$ cat config.mk
export PLATFORM = sky130hd
export DESIGN_NAME = hsk_port
export DESIGN_NICKNAME = d
export VERILOG_FILES = /design/src/rtl/hsk_pkg.sv /design/src/rtl/hsk_sync.sv /design/src/rtl/hsk_rx.sv /design/src/rtl/hsk_tx.sv /design/src/rtl/hsk_port.sv
export SDC_FILE = /design/constraint.sdc
export NUM_CORES = 1
export LEC_CHECK = 0
export ABC_AREA = 1
export CORE_UTILIZATION = 40
export CTS_CLUSTER_SIZE = 16
export DETAILED_ROUTE_END_ITERATION = 16
export PLACE_DENSITY = 0.78
export SYNTH_ARGS = -nofsm -noshare
export SYNTH_HDL_FRONTEND = slang
export SYNTH_SLANG_ARGS = --single-unit
$ cat constraint.sdc
create_clock -name clk -period 1.32 [get_ports clk]
set_input_delay 0.264 -clock clk [delete_from_list [all_inputs] [get_ports clk]]
set_output_delay 0.264 -clock clk [all_outputs]
set_load 0.01 [all_outputs]
$ cat src/rtl/hsk_pkg.sv
package hsk_pkg;

    typedef enum logic {
        RX_WAIT_FALL,
        RX_WAIT_RISE
    } rx_state_e;

    typedef enum logic [1:0] {
        TX_IDLE,
        TX_SETUP,
        TX_WAIT_ACK,
        TX_WAIT_REL
    } tx_state_e;

endpackage

$ cat src/rtl/hsk_sync.sv
module hsk_sync #(
    parameter int           W       = 1,
    parameter int           STAGES  = 2,
    parameter logic [W-1:0] RST_VAL = '0
) (
    input  logic         clk,
    input  logic         rst_n,
    input  logic [W-1:0] d,
    output logic [W-1:0] q
);
    logic [STAGES-1:0][W-1:0] pipe_d, pipe_q;

    always_comb begin
        pipe_d[0] = d;
        for (int i = 1; i < STAGES; i++) begin
            pipe_d[i] = pipe_q[i-1];
        end
    end

    always_ff @(posedge clk or negedge rst_n) begin
        if (!rst_n) begin
            for (int i = 0; i < STAGES; i++) begin
                pipe_q[i] <= RST_VAL;
            end
        end else begin
            pipe_q <= pipe_d;
        end
    end

    assign q = pipe_q[STAGES-1];
endmodule

$ cat src/rtl/hsk_rx.sv
module hsk_rx
    import hsk_pkg::*;
#(
    parameter int DW          = 8,
    parameter int SYNC_STAGES = 2
) (
    input  logic          clk,
    input  logic          rst_n,
    input  logic          enable,
    input  logic          dav_n,
    input  logic [DW-1:0] pin_data,
    input  logic          rd_ack,
    output logic          rdy,
    output logic [DW-1:0] byte_q,
    output logic          avail
);
    localparam int SW = DW + 1;

    typedef struct packed {
        rx_state_e     st;
        logic [DW-1:0] data;
        logic          avail;
        logic          dav_prev;
    } rx_reg_t;

    logic [SW-1:0] sync_q;
    logic          dav_s;
    logic [DW-1:0] data_s;
    logic          fall, rise;
    rx_reg_t       r_d, r_q;

    hsk_sync #(
        .W       (SW),
        .STAGES  (SYNC_STAGES),
        .RST_VAL ({1'b1, {DW{1'b0}}})
    ) i_sync (
        .clk   (clk),
        .rst_n (rst_n),
        .d     ({dav_n, pin_data}),
        .q     (sync_q)
    );

    assign dav_s  = sync_q[DW];
    assign data_s = sync_q[DW-1:0];
    assign fall   = r_q.dav_prev & ~dav_s;
    assign rise   = ~r_q.dav_prev & dav_s;

    always_comb begin
        r_d          = r_q;
        r_d.dav_prev = dav_s;
        if (rd_ack) begin
            r_d.avail = 1'b0;
        end
        if (!enable) begin
            r_d.st = RX_WAIT_FALL;
        end else begin
            unique case (r_q.st)
                RX_WAIT_FALL: begin
                    if (fall) begin
                        r_d.data  = data_s;
                        r_d.avail = 1'b1;
                        r_d.st    = RX_WAIT_RISE;
                    end
                end
                RX_WAIT_RISE: begin
                    if (rise) begin
                        r_d.st = RX_WAIT_FALL;
                    end
                end
                default: r_d.st = RX_WAIT_FALL;
            endcase
        end
    end

    always_ff @(posedge clk or negedge rst_n) begin
        if (!rst_n) begin
            r_q <= '{st: RX_WAIT_FALL, data: '0, avail: 1'b0, dav_prev: 1'b1};
        end else begin
            r_q <= r_d;
        end
    end

    assign rdy    = (r_q.st == RX_WAIT_FALL);
    assign byte_q = r_q.data;
    assign avail  = r_q.avail;

    p_capture_flags_r2: assert property (@(posedge clk) disable iff (!rst_n)
        $fell(rdy) |-> avail)
        else $error("ready dropped without a byte becoming available");

    p_release_after_rise_r3: assert property (@(posedge clk) disable iff (!rst_n || !enable)
        $rose(rdy) |-> $past(dav_s))
        else $error("ready rose while synchronized strobe was low");

    p_hold_while_busy_r4: assert property (@(posedge clk) disable iff (!rst_n)
        (!rdy && $past(!rdy)) |-> $stable(byte_q))
        else $error("captured byte changed during held handshake");
endmodule

$ cat src/rtl/hsk_tx.sv
module hsk_tx
    import hsk_pkg::*;
#(
    parameter int DW          = 8,
    parameter int SYNC_STAGES = 2
) (
    input  logic          clk,
    input  logic          rst_n,
    input  logic          enable,
    input  logic          wr,
    input  logic [DW-1:0] wdata,
    input  logic          rdy_in,
    input  logic          ovr_clr,
    output logic          dav_n,
    output logic [DW-1:0] data_out,
    output logic          done,
    output logic          ovr
);
    typedef struct packed {
        tx_state_e     st;
        logic [DW-1:0] data;
        logic          done;
        logic          ovr;
    } tx_reg_t;

    logic    rdy_s;
    tx_reg_t r_d, r_q;

    hsk_sync #(
        .W       (1),
        .STAGES  (SYNC_STAGES),
        .RST_VAL (1'b1)
    ) i_sync (
        .clk   (clk),
        .rst_n (rst_n),
        .d     (rdy_in),
        .q     (rdy_s)
    );

    always_comb begin
        r_d = r_q;
        if (ovr_clr) begin
            r_d.ovr = 1'b0;
        end
        if (!enable) begin
            r_d.st = TX_IDLE;
        end else begin
            unique case (r_q.st)
                TX_IDLE: begin
                    if (wr) begin
                        r_d.data = wdata;
                        r_d.done = 1'b0;
                        r_d.st   = TX_SETUP;
                    end
                end
                TX_SETUP: begin
                    if (rdy_s) begin
                        r_d.st = TX_WAIT_ACK;
                    end
                end
                TX_WAIT_ACK: begin
                    if (!rdy_s) begin
                        r_d.st = TX_WAIT_REL;
                    end
                end
                TX_WAIT_REL: begin
                    if (rdy_s) begin
                        r_d.st   = TX_IDLE;
                        r_d.done = 1'b1;
                    end
                end
                default: r_d.st = TX_IDLE;
            endcase
            if (wr && (r_q.st != TX_IDLE)) begin
                r_d.ovr = 1'b1;
            end
        end
    end

    always_ff @(posedge clk or negedge rst_n) begin
        if (!rst_n) begin
            r_q <= '{st: TX_IDLE, data: '0, done: 1'b0, ovr: 1'b0};
        end else begin
            r_q <= r_d;
        end
    end

    assign dav_n    = (r_q.st != TX_WAIT_ACK);
    assign data_out = r_q.data;
    assign done     = r_q.done;
    assign ovr      = r_q.ovr;

    p_data_leads_strobe_r6: assert property (@(posedge clk) disable iff (!rst_n)
        $fell(dav_n) |-> $stable(data_out))
        else $error("strobe fell in the same cycle the data changed");

    p_release_after_ack_r7: assert property (@(posedge clk) disable iff (!rst_n || !enable)
        $rose(dav_n) |-> $past(!rdy_s))
        else $error("strobe released before ready fell");

    p_issue_after_ready_r8: assert property (@(posedge clk) disable iff (!rst_n)
        $fell(dav_n) |-> $past(rdy_s))
        else $error("strobe issued while ready was low");
endmodule

$ cat src/rtl/hsk_port.sv
module hsk_port #(
    parameter int DATA_W      = 8,
    parameter int SYNC_STAGES = 2
) (
    input  logic              clk,
    input  logic              rst_n,
    input  logic              dir_out,
    input  logic              cpu_wr,
    input  logic [DATA_W-1:0] cpu_wdata,
    input  logic              cpu_rd,
    output logic [DATA_W-1:0] cpu_rdata,
    output logic              rx_avail,
    output logic              tx_done,
    output logic              tx_overrun,
    input  logic [DATA_W-1:0] pin_data_in,
    output logic [DATA_W-1:0] pin_data_out,
    output logic              pin_data_oe,
    input  logic              dav_in_n,
    output logic              dav_out_n,
    input  logic              rdy_in,
    output logic              rdy_out
);
    hsk_rx #(
        .DW          (DATA_W),
        .SYNC_STAGES (SYNC_STAGES)
    ) i_rx (
        .clk      (clk),
        .rst_n    (rst_n),
        .enable   (!dir_out),
        .dav_n    (dav_in_n),
        .pin_data (pin_data_in),
        .rd_ack   (cpu_rd),
        .rdy      (rdy_out),
        .byte_q   (cpu_rdata),
        .avail    (rx_avail)
    );

    hsk_tx #(
        .DW          (DATA_W),
        .SYNC_STAGES (SYNC_STAGES)
    ) i_tx (
        .clk      (clk),
        .rst_n    (rst_n),
        .enable   (dir_out),
        .wr       (cpu_wr),
        .wdata    (cpu_wdata),
        .rdy_in   (rdy_in),
        .ovr_clr  (cpu_rd),
        .dav_n    (dav_out_n),
        .data_out (pin_data_out),
        .done     (tx_done),
        .ovr      (tx_overrun)
    );

    assign pin_data_oe = dir_out;

    p_overrun_sticky_r9: assert property (@(posedge clk) disable iff (!rst_n)
        (tx_overrun && !cpu_rd) |=> tx_overrun)
        else $error("overrun flag cleared without a read");

    p_rx_mode_quiet_r10: assert property (@(posedge clk) disable iff (!rst_n)
        !dir_out |-> dav_out_n)
        else $error("send strobe active in receive mode");

    p_tx_mode_ready_r10: assert property (@(posedge clk) disable iff (!rst_n)
        (dir_out && $past(dir_out)) |-> rdy_out)
        else $error("ready output low in send mode");

    p_reset_idle_r1: assert property (@(posedge clk)
        !rst_n |-> (dav_out_n && rdy_out && !rx_avail && !tx_done && !tx_overrun))
        else $error("outputs not idle during reset");
endmodule

==> results of run 1 <==
[through the flow]
stage | area (sq um) | utilization, % | power, mW
floorplan | 1730 | - | 2.52
global placement | 2180 | 53.3 | 2.99
detailed placement | 2180 | 53.3 | 3.04
CTS | 2280 | 55.9 | 3.83
global route | 2330 | 57.0 | 4.20
finish | 2330 | 57.0 | 3.91
[Yosys cell counts]
cell type and count:
nand3_1 4, nand4_1 1, inv_1 27, o21ai_0 11, nand3_4 2, o21bai_1 1
nor3_1 1, nor2_4 1, nor2_1 6, buf_4 17, ha_1 4, buf_6 3
dfstp_2 5, dfrtp_1 38, a21oi_1 1, o21ai_2 8, nand2_1 27
[cell type report]
type                    count  area, sq um  area share (%)
flip-flops and latches     43         1080            46.4
well taps                  50         62.6            2.68
clock buffers               5         68.8            2.95
inverters                  27          104            4.46
repair buffers             57          544            23.3
clock inverters             3         20.0           0.859
multi-input cells          67          449            19.3
[repair_timing]
item	in CTS	in global routing
hold endpoints to repair	38	0
hold buffers	1	0
endpoints found under the setup margin	32	4
gates resized for setup	35	12
pin swaps	4	6
buffers inserted	1	1
[worst reg2reg max path: cells and delay by family (launching register included)]
kind,cells,cell delay [ns]
flops,1,0.41
buf+inv,4,0.33
simple gates,5,0.33
fa+ha+maj,1,0.16
[power groups by stage]
stage | Sequential (mW) | Clock [mW] | Combinational, mW
floorplan | 1.72 | 0 | 0.809
global placement | 1.71 | 0 | 1.28
detailed placement | 1.72 | 0 | 1.32
CTS | 1.69 | 0.841 | 1.29
global route | 1.73 | 0.909 | 1.56
finish | 1.70 | 0.801 | 1.41
[registers in the layout, indices dropped and copies added, names as in the netlist]
register	cells
i_rx.i_sync.pipe_d	9
i_rx.byte_q	8
i_tx.i_sync.pipe_d	1
i_tx.ovr	1
i_rx.i_sync.q	9
i_tx.i_sync.q	1
i_tx.r_q	2
i_tx.data_out	8
i_tx.done	1
i_rx.avail	1
i_rx.r_q	2
[logic make-up (layout without fill, tap and decap cells)]
group	count (synthesis)	after routing	share of synthesized area [%]
compound gates	21	21	7.94
simple gates	42	42	11.6
buf+inv	47	92	15.2
flops	43	43	62.4
fa+ha+maj	4	4	2.89
[worst min-delay path by stage]
| stage | startpoint | end | slack (ns) |
|---|---|---|---|
| 5_1_grt | rdy_in | i_tx.i_sync.pipe_d[1] | 0.35 |
| 2_1_floorplan | rst_n | i_rx.avail | -0.03 |
| 4_1_cts | i_rx.i_sync.pipe_d[11] | i_rx.i_sync.q[2] | 0.35 |
| 3_3_place_gp | rst_n | i_rx.byte_q[3] | 0.26 |
| 3_5_place_dp | rst_n | i_rx.i_sync.q[3] | 0.26 |
| 6_report | i_rx.i_sync.pipe_d[11] | i_rx.i_sync.q[2] | 0.35 |
[layer usage]
metal	vias up	GRT usage, %
met1	505	14.8
met4	0	7.03
met3	2	4.33
li1	548	-
met2	31	23.0
met5	-	0
==> results.md, run 1 <==
Routing:
- The total vias in the final route is 1086.
- The amount of wire on met2 after detailed routing is about 1.3 mm.
- In the routed layout, each cell is associated on average with a via count of ~4.3.
- The detailed route wirelength on metal3 is ~130 um.
- Dividing the detail-routed wire length by the instance count gives 10.4 um.
- The highest metal layer with signal wires is met4.
- The first routing iteration left 50 violations.
- The number of remaining DRC errors is 0.
- The length of routed wiring on met1 is between 1 and 1.5 mm.
- Before antenna repair, the detailed router went through 4 iterations.
- The aggregate routed wire length is approximately 2.6 mm.
- In this run the remaining antenna-violating nets after routing total 0.

Placement:
- OpenSTA, run right after detailed placement, puts the worst setup slack at -0.218 ns.
- Routability-driven placement finished with a final weighted congestion of between 0.6 and 0.7.
- Once placement completed, the tool counted placed cells totaling between 200 and 250.
- The count of input and output buffers is 44.
- Detailed placement finished with a half-perimeter wire length of around 1.8 mm.

Worst hold path:
- Along the worst hold path, the cell count comes to 0.
- In this run the worst hold path is classified as reg2reg.

Pwr:
- The cell-internal power is between 2 and 3 mW.
- Per report_power, the combinational group accounts for 36.1% of the total.
- The switching fraction of total power is 32.0%.
- The worst voltage drop across the vdd grid is 900 uV.
- The clock network burns 20.5% of the power.
- Registers are responsible for approximately 43% of the overall power.
- In this run the static leakage power is ~1.2 nW.
- Dividing total power by cell area gives a power density of 1680 nW/um^2.
- For this design the total switching power over the nets is ~1.3 mW.

Worst setup path:
- The kind of cell with the highest combined delay along the critical path is flip-flops.
- The number of cells on the critical path is 10.
- The delay of the slowest cell on the worst path is between 0.4 and 0.5 ns.
- In this run the register-to-register setup slack is -0.01 ns.
- The most critical setup path has its startpoint at i_tx.r_q[11].
- Walking the worst path, the cells encountered are buf_6 > inv_4 > buf_6 > ha_4 > nor2_4 > nor2_2 > nor2_2 > nand2_1 > nand2_1 > inv_1.
- The nature of the critical path startpoint is a flip-flop.
- The data arrival time of the critical path is 1.52 ns.
- The worst setup path is captured at a flip-flop.
- The largest individual stage delay along the critical path comes from the cell dfrtp_1.
- The largest fanout on the critical path is 3.
- The worst setup path is of the reg2reg kind.
- The critical path ends at i_tx.r_q[10].
- For the worst setup path, the data required time is 1.51 ns.
- The endpoint of the worst-slack reg-to-reg timing path is i_tx.r_q[10].
- The number of buffer and inverter instances along the worst setup path is 4.
- For the worst flop-to-flop path, the logic depth is 10.
- The startpoint identified for the worst register-to-register timing path is i_tx.r_q[11].

Clock tree:
- At the later pin of the worst-skew pair, clock insertion delay measures about 0.29 ns.
- The root buffer cell chosen for the clock tree is clkbuf_8.
- The number of sinks handled by clock tree synthesis is 43.
- The CTS tree is built.
- The maximum level of the CTS H-tree is 2.
- The clock passes through at most 2 buffers.
- Clock-pin slew was measured on the worst setup and hold paths at about 0.080 ns.
- The number of buffers inserted during clock tree synthesis is 5.

Yosys:
- The largest area contributor in the synthesized netlist is dfrtp_1.
- In this run the mean area of a mapped cell was 11.0 sq um.
- The Yosys step of the flow raised 0 warnings.
- Summing every instance area after synthesis gives roughly 1700 sq um.
- The area fraction of the dominant cell type after synthesis is about 55%.
- In the post-synthesis netlist, the biggest area contributors are dfrtp_1 (55%), dfstp_2 (7.6%), buf_4 (7.4%).
- The synthesized netlist net count is approximately 180.
- After synthesis, flip-flops and latches occupy approximately 62% of the total area.
- The post-synthesis register bit count is 43.
- The number of instances in the synthesized netlist is approximately 160.
- The count of cell types in the netlist is 17.

Global route:
- Entering global routing, the biggest net connects 44 pins.
- The first global-routing pass estimated ~4.4 mm of wire.
- The number of global-route vias before repair is 1022.
- The global-route usage over all layers is a little over an eighth.
- Summed over all layers, the global routing overflow is 0.
- The initial antenna violation count is 0.

STA:
- The max-slew violation count was 0.
- At the pin with the least slew margin, the transition time is roughly 0.24 ns.
- The final setup skew is between 0.005 and 0.006 ns.
- The post-route fraction of the period consumed by the critical path is 101%.
- The clock period minus worst slack is approximately 1.3 ns.
- The number of hold violations in the final report came to 0.
- On the final layout, the worst hold slack is 0.348 ns.
- Setup total negative slack on the finished layout was measured at -0.00996 ns.
- Setup repair after global routing could not meet its margin everywhere.
- The worst slew margin relative to its limit is 83.8%.
- Setup violations remaining at the end of the flow were counted as 1.
- The maximum operating frequency is ~750 MHz.
- The setup slack after layout is -0.00996 ns.

Die:
- The I/O pin total is between 40 and 50.
- The floorplan step set the die height to just under 70 um.
- The floorplan row count is 23.
- The core area is between 4000 and 5000 sq um.
- The initial standard-cell utilization of the core is between 40% and 50%.
- The total die area is around 4600 sq um.
- The die width is between 60 and 70 um.

Final layout:
- Leaving out fill and tap cells, the most frequent cell in the layout is dfrtp_1.
- The count of antenna diodes in the layout is 0.
- Leaving out fill and tap cells, the most frequent cells in the layout are dfrtp_1 (38), nand2_1 (27), inv_1 (23).
- After the flow finishes, the layout carries non-filler instances totaling between 200 and 300.
- The area added between synthesis and finish is 34.4%.
- The share of post-route cells with drive strength above 1 is ~25%.
- The number of nets in the layout is around 230.
- The layout has about 360 filler cells.

Status:
- The run finished, with violations left.
- The final reports fail on negative setup slack.

Run:
- Across the run, the number of max-cap violations was 0.
Note: power is estimated with default switching activity, not from simulation.
==> inputs of run 2 (changes only) <==
--- a/config.mk
+++ b/config.mk
@@ -10,6 +10,7 @@
 export CTS_CLUSTER_SIZE = 16
 export DETAILED_ROUTE_END_ITERATION = 16
 export PLACE_DENSITY = 0.78
+export RECOVER_POWER = 100
 export SYNTH_ARGS = -nofsm -noshare
 export SYNTH_HDL_FRONTEND = slang
 export SYNTH_SLANG_ARGS = --single-unit
==> run 2 against run 1 <==
Compared with the run above:
- the run still ends with negative setup slack left
- die area unchanged
- power decreased by 0.36%
- global-route usage unchanged
- flip-flop and latch count unchanged
- sequential share of layout area increased by 0.40 points
- highest routed layer unchanged
==> results.md, run 2 (synthesized netlist as in run 1, its figures left out) <==
Status:
- The run finished, with violations left.
- The final reports fail on negative setup slack.

STA:
- The final setup skew is 0.00505 ns (-0.000226 ns).
- Setup repair after global routing could not meet its margin everywhere.
- The final-report setup violation count is 1 (unchanged).
- The clock period minus worst slack is 1.33 ns (-0.000620 ns).
- The number of hold violations in the final report is 0 (unchanged).
- The actual slew at the worst max-slew pin is 0.560 ns (+0.316 ns).
- The max-slew violation count is 0 (unchanged).
- The maximum operating frequency came to 752 MHz (about the same).
- The setup slack after layout is -0.00934 ns (+0.000620 ns).
- The worst slew margin relative to its limit is 62.7% (-21 points).
- The post-route fraction of the period consumed by the critical path was 101% (about the same).

Die:
- The initial standard-cell utilization of the core was 42.4% (unchanged).
- The die height is 67.8 um (unchanged).
- The die width was 67.8 um (unchanged).
- The floorplan row count is 23 (unchanged).
- The core area is 4090 sq um (unchanged).
- The total die area is 4600 sq um (unchanged).
- The I/O pin total is 45 (unchanged).

Pwr:
- The worst voltage drop across the vdd grid is 901 uV (+0.14%).
- The post-layout total power is 3.89 mW (-0.36%).
- The static leakage is 1.17 nW (-0.31%).
- The power density of the placed cells is 1680 nW/um^2 (+0.51%).

Global route:
- The number of global-route vias before repair is 1022 (unchanged).
- In this run the most used layer during global routing was met2.
- The global-route usage over all layers was 13.4% (unchanged).
- The met2 track demand over resource was 23.0% (unchanged).
- The pin count of the biggest net entering global routing was 44 (unchanged).
- The initial antenna violation count is 0 (unchanged).
- The wire length of the first global-routing pass is 4.38 mm (unchanged).
- The global-route met3 utilization is 4.33% (unchanged).
- The met1 track utilization from global routing is 14.8% (unchanged).
- The overflow left after global routing is 0 (unchanged).

Worst setup path:
- The data arrival time of the critical path is 1.52 ns (about the same).
- The nature of the critical path endpoint is a flip-flop.
- On the critical path, the stage with the largest delay is an instance of dfrtp_1.
- The required time reported for the critical path endpoint came to 1.51 ns (about the same).
- The largest fanout on the critical path is 3 (unchanged).
- The delay of the slowest cell on the worst path is 0.41 ns (about the same).
- Traced cell by cell, the critical path runs through buf_6 > inv_4 > buf_6 > ha_4 > nor2_4 > nor2_2 > nor2_2 > nand2_1 > nand2_1 > inv_1.
- The worst setup path is of the reg2reg kind.
- The worst setup path is launched from a flip-flop.

Placement:
- The count of input and output buffers is 44 (unchanged).
- The setup slack after placement is -0.218 ns (unchanged).
- The post-DP HPWL is 1.84 mm (unchanged).
- The routability congestion estimate came to 0.681 (unchanged).

Final layout:
- The area used by sequential logic in the layout is 1080 sq um (unchanged).
- In the layout the commonest cells are dfrtp_1 (38), nand2_1 (27), inv_1 (23).
- The number of nets in the layout is 228 (unchanged).
- The final standard cell utilization of the core is 56.6% (-0.49 points).
- The area added between synthesis and finish is 33.3%.
- The most common cell after layout, fill and taps aside is dfrtp_1.
- The area of the multi-input gates came to 444 sq um (-1.1%).
- The count of antenna diodes in the layout is 0 (unchanged).
- The share of post-route cells with drive strength above 1 was 25.2% (unchanged).
- The count of fill cells added during filler insertion is 358 (+0.85%).

Routing:
- The count of antenna-violating nets left after detailed routing came to 0 (unchanged).
- The average vias per placed instance is 4.31 (about the same).
- The routed wire length per instance is 10.4 um (+0.19%).
- The number of remaining DRC errors is 0 (unchanged).
- The aggregate routed wire length is 2.63 mm (+0.19%).
- The iteration-0 DRC count of the detailed router came to 41 (-18%).
- The total vias in the final route was 1087 (+0.092%).
- The number of iterations in the first detailed-routing pass was 4 (unchanged).

Clock tree:
- The tree is rooted in a clkbuf_8.
- The maximum number of buffers from clock root to sink is 2 (unchanged).
- The number of sinks handled by clock tree synthesis is 43 (unchanged).
- The maximum level of the CTS H-tree is 2 (unchanged).
- TritonCTS built the clock tree.
- The clock transition at the registers of the reported paths is 0.08 ns (about the same).
- The number of buffers inserted during clock tree synthesis is 5 (unchanged).
- The source-to-sink clock delay at the later pin of the worst-skew pair was 0.29 ns (about the same).

Run:
- The max-cap check violation count came to 0 (unchanged).

Worst hold path:
- The min-delay analysis places its worst path in the category reg2reg.
run 2: cell types whose count changed in the layout (fill, tap and decap cells not counted), sizes merged:
cell / before / now
clkdlybuf4s50: 21 / 11
buf: 14 / 12
dlygate4sd3: 1 / 11
clkbuf: 5 / 7
run 2: cell type report:
cell class	instances	share of cell area, %
Clock buffer	5	2.98
Clock inverter	3	0.866
Inverter	27	4.49
Multi-Input combinational cell	67	19.2
Sequential cell	43	46.8
Tap cell	50	2.71
Timing Repair Buffer	57	22.9
run 2: worst max-delay path: cells and delay by family (launching register included):
| family | cells | cell delay [ns] |
|---|---|---|
| and+or+nand+nor | 5 | 0.33 |
| buffers and inverters | 4 | 0.33 |
| DFF | 1 | 0.41 |
| adders and majority gates | 1 | 0.16 |
run 2: worst paths after layout:
kind / to / from / slack [ns] / cells past startpoint
max: i_tx.r_q[10] / i_tx.r_q[11] / -0.009 / 10
max reg2reg: i_tx.r_q[10] / i_tx.r_q[11] / -0.009 / 10
min: i_rx.i_sync.q[2] / i_rx.i_sync.pipe_d[11] / 0.35 / 0
min in group asynchronous: i_rx.i_sync.q[3] / rst_n / 0.61 / 3
min reg2reg: i_rx.i_sync.q[2] / i_rx.i_sync.pipe_d[11] / 0.35 / 0
max in group asynchronous: i_rx.i_sync.pipe_d[17] / rst_n / 0.33 / 3
run 2: per-layer routing:
layer	routed length, um	vias up	part of all wire, %
met4	32	0	1.2
met1	1130	506	43
met5	0	-	0
met2	1340	31	51
li1	-	548	-
met3	134	2	5.1
run 2: power by group:
group	internal, mW	switching [mW]	leakage, nW
logic	0.706	0.690	0.607
clock network	0.368	0.433	0.0402
registers	1.57	0.126	0.517
total	2.64	1.25	1.17
run 2: per-stage QoR:
step | instances | area [sq um] | TNS [ns] | hold WS [ns]
after global routing | 252 | 2310 | -0.240 | 0.365
after CTS | 251 | 2280 | -0.0590 | 0.354
final | 252 | 2310 | -0.00934 | 0.348
after detailed placement | 242 | 2180 | -2.79 | 0.257
after global placement | 242 | 2180 | -2.36 | 0.257
after floorplan | 157 | 1730 | 0 | -0.0316
run 2: what timing repair did:
item                                    CTS  global route
endpoints found under the hold margin    38             0
hold buffers                              1             0
endpoints found under the setup margin   32             4
setup buffers                             1             1
resized for setup                        35            12
pin swaps                                 4             6
